`config.mk`:
```
export PLATFORM = sky130hd
export DESIGN_NAME = hw_fetch_unit
export DESIGN_NICKNAME = d
export VERILOG_FILES = /design/src/rtl/hwfetch_pkg.sv /design/src/rtl/hwfetch_req_ctrl.sv /design/src/rtl/hwfetch_aligner.sv /design/src/rtl/hw_fetch_unit.sv
export SDC_FILE = /design/constraint.sdc
export NUM_CORES = 1
export LEC_CHECK = 0
export CORE_MARGIN = 2
export CORE_UTILIZATION = 30
export DETAILED_ROUTE_END_ITERATION = 16
export GPL_TIMING_DRIVEN = 0
export SYNTH_ARGS = -nofsm -noshare
export SYNTH_HDL_FRONTEND = slang
export SYNTH_SLANG_ARGS = --single-unit
```
`constraint.sdc`:
```
create_clock -name clk -period 2.4 [get_ports clk]
set_input_delay 0.72 -clock clk [delete_from_list [all_inputs] [get_ports clk]]
set_output_delay 0.72 -clock clk [all_outputs]
set_load 0.05 [all_outputs]
```
`src/rtl/hwfetch_pkg.sv`:
```
package hwfetch_pkg;

  localparam int WORD_W = 32;
  localparam int HALF_W = 16;

  // what the aligner does with the word it holds in a given cycle
  typedef enum logic [2:0] {
    STEP_IDLE,
    STEP_SHORT,   // emit a 16-bit instruction
    STEP_FULL,    // emit a 32-bit instruction lying inside one word
    STEP_PARK,    // keep upper halfword, wait for next word
    STEP_JOIN     // emit parked halfword joined with new word
  } step_e;

  function automatic logic is_short(input logic [HALF_W-1:0] h);
    return h[1:0] != 2'b11;
  endfunction

endpackage

```
`src/rtl/hwfetch_req_ctrl.sv`:
```
module hwfetch_req_ctrl #(
  parameter int          AW        = 32,
  parameter logic [AW-1:0] RESET_VEC = '0
) (
  input  logic          clk,
  input  logic          rst,
  input  logic          redirect_valid,
  input  logic [AW-3:0] target_word,
  input  logic          need_word,
  output logic          mem_req_valid,
  input  logic          mem_req_ready,
  output logic [AW-1:0] mem_req_addr,
  input  logic          mem_resp_valid,
  output logic          word_valid
);

  localparam int WAW = AW - 2;

  logic [WAW-1:0] next_word_q;
  logic           busy_q;    // one read outstanding
  logic           stale_q;   // outstanding read belongs to an old path

  assign mem_req_valid = need_word & ~busy_q & ~redirect_valid;
  assign mem_req_addr  = {next_word_q, 2'b00};
  assign word_valid    = mem_resp_valid & busy_q & ~stale_q & ~redirect_valid;

  always_ff @(posedge clk) begin
    if (rst) begin
      next_word_q <= RESET_VEC[AW-1:2];
      busy_q      <= 1'b0;
      stale_q     <= 1'b0;
    end else if (redirect_valid) begin
      next_word_q <= target_word;
      busy_q      <= busy_q & ~mem_resp_valid;
      stale_q     <= busy_q & ~mem_resp_valid;
    end else begin
      if (mem_resp_valid && busy_q) begin
        busy_q  <= 1'b0;
        stale_q <= 1'b0;
        if (!stale_q) next_word_q <= next_word_q + WAW'(1);
      end
      if (mem_req_valid && mem_req_ready) busy_q <= 1'b1;
    end
  end

endmodule

```
`src/rtl/hwfetch_aligner.sv`:
```
module hwfetch_aligner
  import hwfetch_pkg::*;
#(
  parameter int            AW        = 32,
  parameter logic [AW-1:0] RESET_VEC = '0
) (
  input  logic              clk,
  input  logic              rst,
  input  logic              redirect_valid,
  input  logic [AW-2:0]     target_half,
  input  logic              word_valid,
  input  logic [WORD_W-1:0] word_data,
  output logic              need_word,
  output logic              inst_valid,
  input  logic              inst_ready,
  output logic [WORD_W-1:0] inst_data,
  output logic [AW-1:0]     inst_pc,
  output logic              inst_is32
);

  logic [AW-1:0]     pc_q;
  logic [WORD_W-1:0] word_q;
  logic              word_ok_q;
  logic [HALF_W-1:0] park_q;
  logic              park_ok_q;
  logic              out_ok_q;
  logic [WORD_W-1:0] out_data_q;
  logic [AW-1:0]     out_pc_q;
  logic              out_is32_q;

  logic              slot_free;
  logic [HALF_W-1:0] cur_half;
  step_e             step;

  assign slot_free = ~out_ok_q | inst_ready;
  assign cur_half  = pc_q[1] ? word_q[WORD_W-1:HALF_W] : word_q[HALF_W-1:0];
  assign need_word = ~word_ok_q;

  always_comb begin
    step = STEP_IDLE;
    if (word_ok_q) begin
      if (park_ok_q) begin
        if (slot_free) step = STEP_JOIN;
      end else if (!is_short(cur_half) && pc_q[1]) begin
        step = STEP_PARK;
      end else if (slot_free) begin
        step = is_short(cur_half) ? STEP_SHORT : STEP_FULL;
      end
    end
  end

  always_ff @(posedge clk) begin
    if (rst) begin
      pc_q       <= {RESET_VEC[AW-1:1], 1'b0};
      word_q     <= '0;
      word_ok_q  <= 1'b0;
      park_q     <= '0;
      park_ok_q  <= 1'b0;
      out_ok_q   <= 1'b0;
      out_data_q <= '0;
      out_pc_q   <= '0;
      out_is32_q <= 1'b0;
    end else if (redirect_valid) begin
      pc_q      <= {target_half, 1'b0};
      word_ok_q <= 1'b0;
      park_ok_q <= 1'b0;
      out_ok_q  <= 1'b0;
    end else begin
      if (inst_ready) out_ok_q <= 1'b0;
      if (word_valid) begin
        word_q    <= word_data;
        word_ok_q <= 1'b1;
      end
      case (step)
        STEP_SHORT: begin
          out_ok_q   <= 1'b1;
          out_data_q <= {{HALF_W{1'b0}}, cur_half};
          out_pc_q   <= pc_q;
          out_is32_q <= 1'b0;
          pc_q       <= pc_q + AW'(2);
          if (pc_q[1]) word_ok_q <= 1'b0;
        end
        STEP_FULL: begin
          out_ok_q   <= 1'b1;
          out_data_q <= word_q;
          out_pc_q   <= pc_q;
          out_is32_q <= 1'b1;
          pc_q       <= pc_q + AW'(4);
          word_ok_q  <= 1'b0;
        end
        STEP_PARK: begin
          park_q    <= word_q[WORD_W-1:HALF_W];
          park_ok_q <= 1'b1;
          word_ok_q <= 1'b0;
        end
        STEP_JOIN: begin
          out_ok_q   <= 1'b1;
          out_data_q <= {word_q[HALF_W-1:0], park_q};
          out_pc_q   <= pc_q;
          out_is32_q <= 1'b1;
          pc_q       <= pc_q + AW'(4);
          park_ok_q  <= 1'b0;
        end
        default: ;
      endcase
    end
  end

  assign inst_valid = out_ok_q;
  assign inst_data  = out_data_q;
  assign inst_pc    = out_pc_q;
  assign inst_is32  = out_is32_q;

endmodule

```
`src/rtl/hw_fetch_unit.sv`:
```
module hw_fetch_unit #(
  parameter int            AW        = 32,
  parameter logic [AW-1:0] RESET_VEC = AW'(32'h0000_1000)
) (
  input  logic          clk,
  input  logic          rst,
  input  logic          redirect_valid,
  input  logic [AW-1:0] redirect_target,
  output logic          mem_req_valid,
  input  logic          mem_req_ready,
  output logic [AW-1:0] mem_req_addr,
  input  logic          mem_resp_valid,
  input  logic [31:0]   mem_resp_data,
  output logic          inst_valid,
  input  logic          inst_ready,
  output logic [31:0]   inst_data,
  output logic [AW-1:0] inst_pc,
  output logic          inst_is32
);

  logic need_word;
  logic word_valid;

  hwfetch_req_ctrl #(.AW(AW), .RESET_VEC(RESET_VEC)) u_req (
    .clk            (clk),
    .rst            (rst),
    .redirect_valid (redirect_valid),
    .target_word    (redirect_target[AW-1:2]),
    .need_word      (need_word),
    .mem_req_valid  (mem_req_valid),
    .mem_req_ready  (mem_req_ready),
    .mem_req_addr   (mem_req_addr),
    .mem_resp_valid (mem_resp_valid),
    .word_valid     (word_valid)
  );

  hwfetch_aligner #(.AW(AW), .RESET_VEC(RESET_VEC)) u_align (
    .clk            (clk),
    .rst            (rst),
    .redirect_valid (redirect_valid),
    .target_half    (redirect_target[AW-1:1]),
    .word_valid     (word_valid),
    .word_data      (mem_resp_data),
    .need_word      (need_word),
    .inst_valid     (inst_valid),
    .inst_ready     (inst_ready),
    .inst_data      (inst_data),
    .inst_pc        (inst_pc),
    .inst_is32      (inst_is32)
  );

endmodule

```
==> results of run 1 <==
-- Yosys cell counts, types with 12 or more instances --
master,count,area share [%]
xnor2_1,17,1.9
nand3_1,25,1.6
nor4_1,15,1.2
dfxtp_1,178,45
a21oi_1,103,6.5
o211ai_1,18,1.7
nand2_1,207,9.7
nor2_1,42,2.0
clkbuf_1,53,2.5
nand4_1,20,1.6
o31a_1,15,1.6
o21a_1,29,2.7
mux2i_1,18,2.3
inv_1,12,0.56
a21boi_0,36,3.4
xor2_1,25,2.7
a221oi_1,16,1.8
nor3_1,33,2.1
-- flip-flops by register name, summed over array words and instances, names as in the netlist, 16 cells and up --
signal	count
u_align.inst_data	32
u_align.pc_q	31
u_align.inst_pc	31
u_align.park_q	16
u_align.word_q	32
u_req.next_word_q	30
-- logic make-up after synthesis --
group	Yosys count	synth area share [%]
AO/OA/AOI/OAI	253	21.07
XOR/XNOR	42	4.610
adder cells (fa/ha/maj)	3	0.4704
buffers and inverters	85	4.876
flip-flops	178	44.65
multiplexers	19	2.399
other	1	0.04699
AND/OR/NAND/NOR	379	21.87
-- stage by stage --
stage               hold WS (ns)  TNS, ns
global placement          0.4425   -79.99
floorplan                 0.4365        0
finish                    0.4556        0
detailed placement        0.4464   -80.64
CTS                       0.4565        0
global route              0.4757        0
-- power breakdown --
group	total, mW	internal (mW)	switching [mW]
sequential	3.15	3.04	0.112
clock	2.91	1.51	1.40
combinational	0.712	0.297	0.415
total	6.77	4.84	1.93
-- layout by cell type, fill, tap and decap left out, types with 8 or more instances in the layout --
| cell type | n |
|---|---|
| nand2_1 | 207 |
| clkbuf_16 | 18 |
| o21ai_0 | 8 |
| a21boi_0 | 36 |
| dfxtp_1 | 178 |
| buf_2 | 8 |
| o211ai_1 | 18 |
| nor4_1 | 13 |
| mux2i_1 | 18 |
| o21a_1 | 29 |
| and3_1 | 9 |
| nor2_1 | 40 |
| nand3_1 | 24 |
| clkbuf_1 | 44 |
| dlygate4sd2_1 | 18 |
| xnor2_1 | 17 |
| a221oi_1 | 16 |
| a21oi_1 | 103 |
| dlymetal6s2s_1 | 17 |
| nand4_1 | 20 |
| clkdlybuf4s50_1 | 127 |
| inv_1 | 12 |
| o31a_1 | 15 |
| buf_4 | 14 |
| xor2_1 | 25 |
| nor3_1 | 29 |
-- path summary, 6_finish.rpt --
kind                                            from              endpoint  slack (ns)  cells past startpoint
worst min-delay path            u_align.inst_data[1]  u_align.inst_data[1]        0.46                      2
worst max register to register     u_align.park_ok_q      u_align.pc_q[23]        0.12                      7
worst max-delay path              u_align.inst_pc[7]            inst_pc[7]        0.01                      1
worst min register to register  u_align.inst_data[1]  u_align.inst_data[1]        0.46                      2
-- what timing repair did --
action                     in CTS  in global routing
setup endpoints to repair     101                104
pin swaps                       2                  5
buffers inserted                4                  6
resized for setup              38                 34
gates cloned                    0                  1
-- routing by layer --
metal  up-vias  GRT usage (%)  wire [um]
li1       3785              -          -
met3        36          4.278       1537
met4         4          4.985        333
met1      3711          24.18      12060
met5         -              0         23
met2       232          31.99      13220
-- cell type report --
type / count / area, um2
buffer: 72 / 374.1
clock buffer: 17 / 425.4
clock inverter: 15 / 193.9
fill: 2658 / 15200
inverter: 13 / 48.80
multi-input combinational: 700 / 4110
sequential: 178 / 3563
tap: 335 / 419.2
timing repair buffer: 173 / 1728
==> flow_metrics.tcl, run 1 <==
set metrics [dict create \
    critical_path.max_fanout 2 \
    drt-pass1-iter-count 5 \
    cts_tree "done" \
    nets_finish 1228 \
    die-area_mm2 0.02792 \
    grt_setup_unrepaired "false" \
    setup.worst_path.end_class "output pin" \
    leakage_dissipation_nw 4.003 \
    critical_path_class "register to output pin" \
    pin_slew_with_the_least_headroom_to_its_limit_ns 0.7685 \
    fin_crit_ns 2.387 \
    antenna_violating_nets_post_route 0 \
    dp_hpwl_um 20540 \
    cts-htree-levels 4 \
    number_of_vias_per_cell 5.168 \
    setup_viol 0 \
    remaining_drc_errors 0 \
    powerDensity_mw_per_mm2 623.1 \
    post_drt_wl_per_cell_um 18.08 \
    final_setup_margin_ns 0.01313 \
    report.final.slew_viol_count 0 \
    ys_seq_area_share_pct 44.65 \
    layout.cell_area.non_filler_mm2 0.01086 \
    areaGrowthSynthToFinish_pct 36.12 \
    status "finished clean" \
    clock.fmax_ghz 0.4190 \
    floorplan.initialDensity_pct 30.62 \
    postSynth.asyncResetShare_pct 0 \
    ctsRootBufferMaster "clkbuf_16" \
    power.total_mw 6.769 \
    first_iter_violations 435 \
    timing.final.hold_violations 0 \
    placement.io_buffers 163 \
    syn_inst 960 \
    worst_clock_skew_ns 0.01166 \
    dpl-instance-area_mm2 0.01005 \
    die_width_um 167.1 \
    clkSinkCount 178 \
    antenna_found_initial 2 \
    first_pass_grt_wire_length_um 41080 \
    floorplan.core_area_mm2 0.02606 \
    ctsLongestPathBuffers 2 \
    detailedPlace.worstSlack_ns -1.087 \
    post_layout_nonfiller_instances 1503 \
    cts-buffers-inserted 17 \
    netlist_area_mm2 0.007980 \
    critical_path.slowest_cell "clkdlybuf4s50_1" \
    maximum_number_of_pins_on_one_net_before_global_route_repair 20 \
    worst_slew_margin_rel_pct 48.77 \
    path_buf_inv 1 \
    timing.critical_path.slowest_cell_delay_ns 0.83 \
    gp_routability_congestion 0.8656 \
    timing.hold.worst.class "register to register" \
    post_synth.cell_area_avg_um2 8.313 \
    vdd_drop_max_mv 0.3803 \
    fin_util_pct 41.69 \
    postSynth.topFlopCell "dfxtp_1" \
    crit_chain "clkdlybuf4s50_1" \
    globalRouteTotalUtil_pct 18.86 \
    drive_above_1_share_pct 7.705 \
    die_h_um 167.1 \
    period_share_pct 99.45 \
    timing.critical_path.max_delay_family "buffers and inverters" \
    io_pins 169 \
    synth_edf_count 0 \
    floorplan.rows 59 \
    grt_overflow 0 \
    cts.reportedPaths.clkPinSlew_ns 0.07 \
    first_global_vias 7275 \
    ys_seq_elements 178 \
    antennaDiodeCount 0 \
    numPlacedInstances 1460 \
    worst_setup_path_start_kind "register" \
    clock_insertion_delay_worst_skew_ns 0.45 \
    critPathRequiredTime_ns 1.68 \
    drv.max_cap_violation_count 0 \
    postCtsHoldBufs 0 \
    vias 7768 \
    worst_endpoint_data_arrival_time_ns 1.67 \
    post_synth_num_cell_types 59 \
    synth_warnings 0 \
    totalWireLength_um 27180 \
]
(Power assumes the default switching activity.)
==> inputs of run 2 (changes only) <==
--- a/config.mk
+++ b/config.mk
@@ -5,6 +5,7 @@
 export SDC_FILE = /design/constraint.sdc
 export NUM_CORES = 1
 export LEC_CHECK = 0
+export ABC_AREA = 0
 export CORE_MARGIN = 2
 export CORE_UTILIZATION = 30
 export DETAILED_ROUTE_END_ITERATION = 16
==> results of run 2 <==
Same layout as run 1: the final DEF is identical, and so are final timing and power.
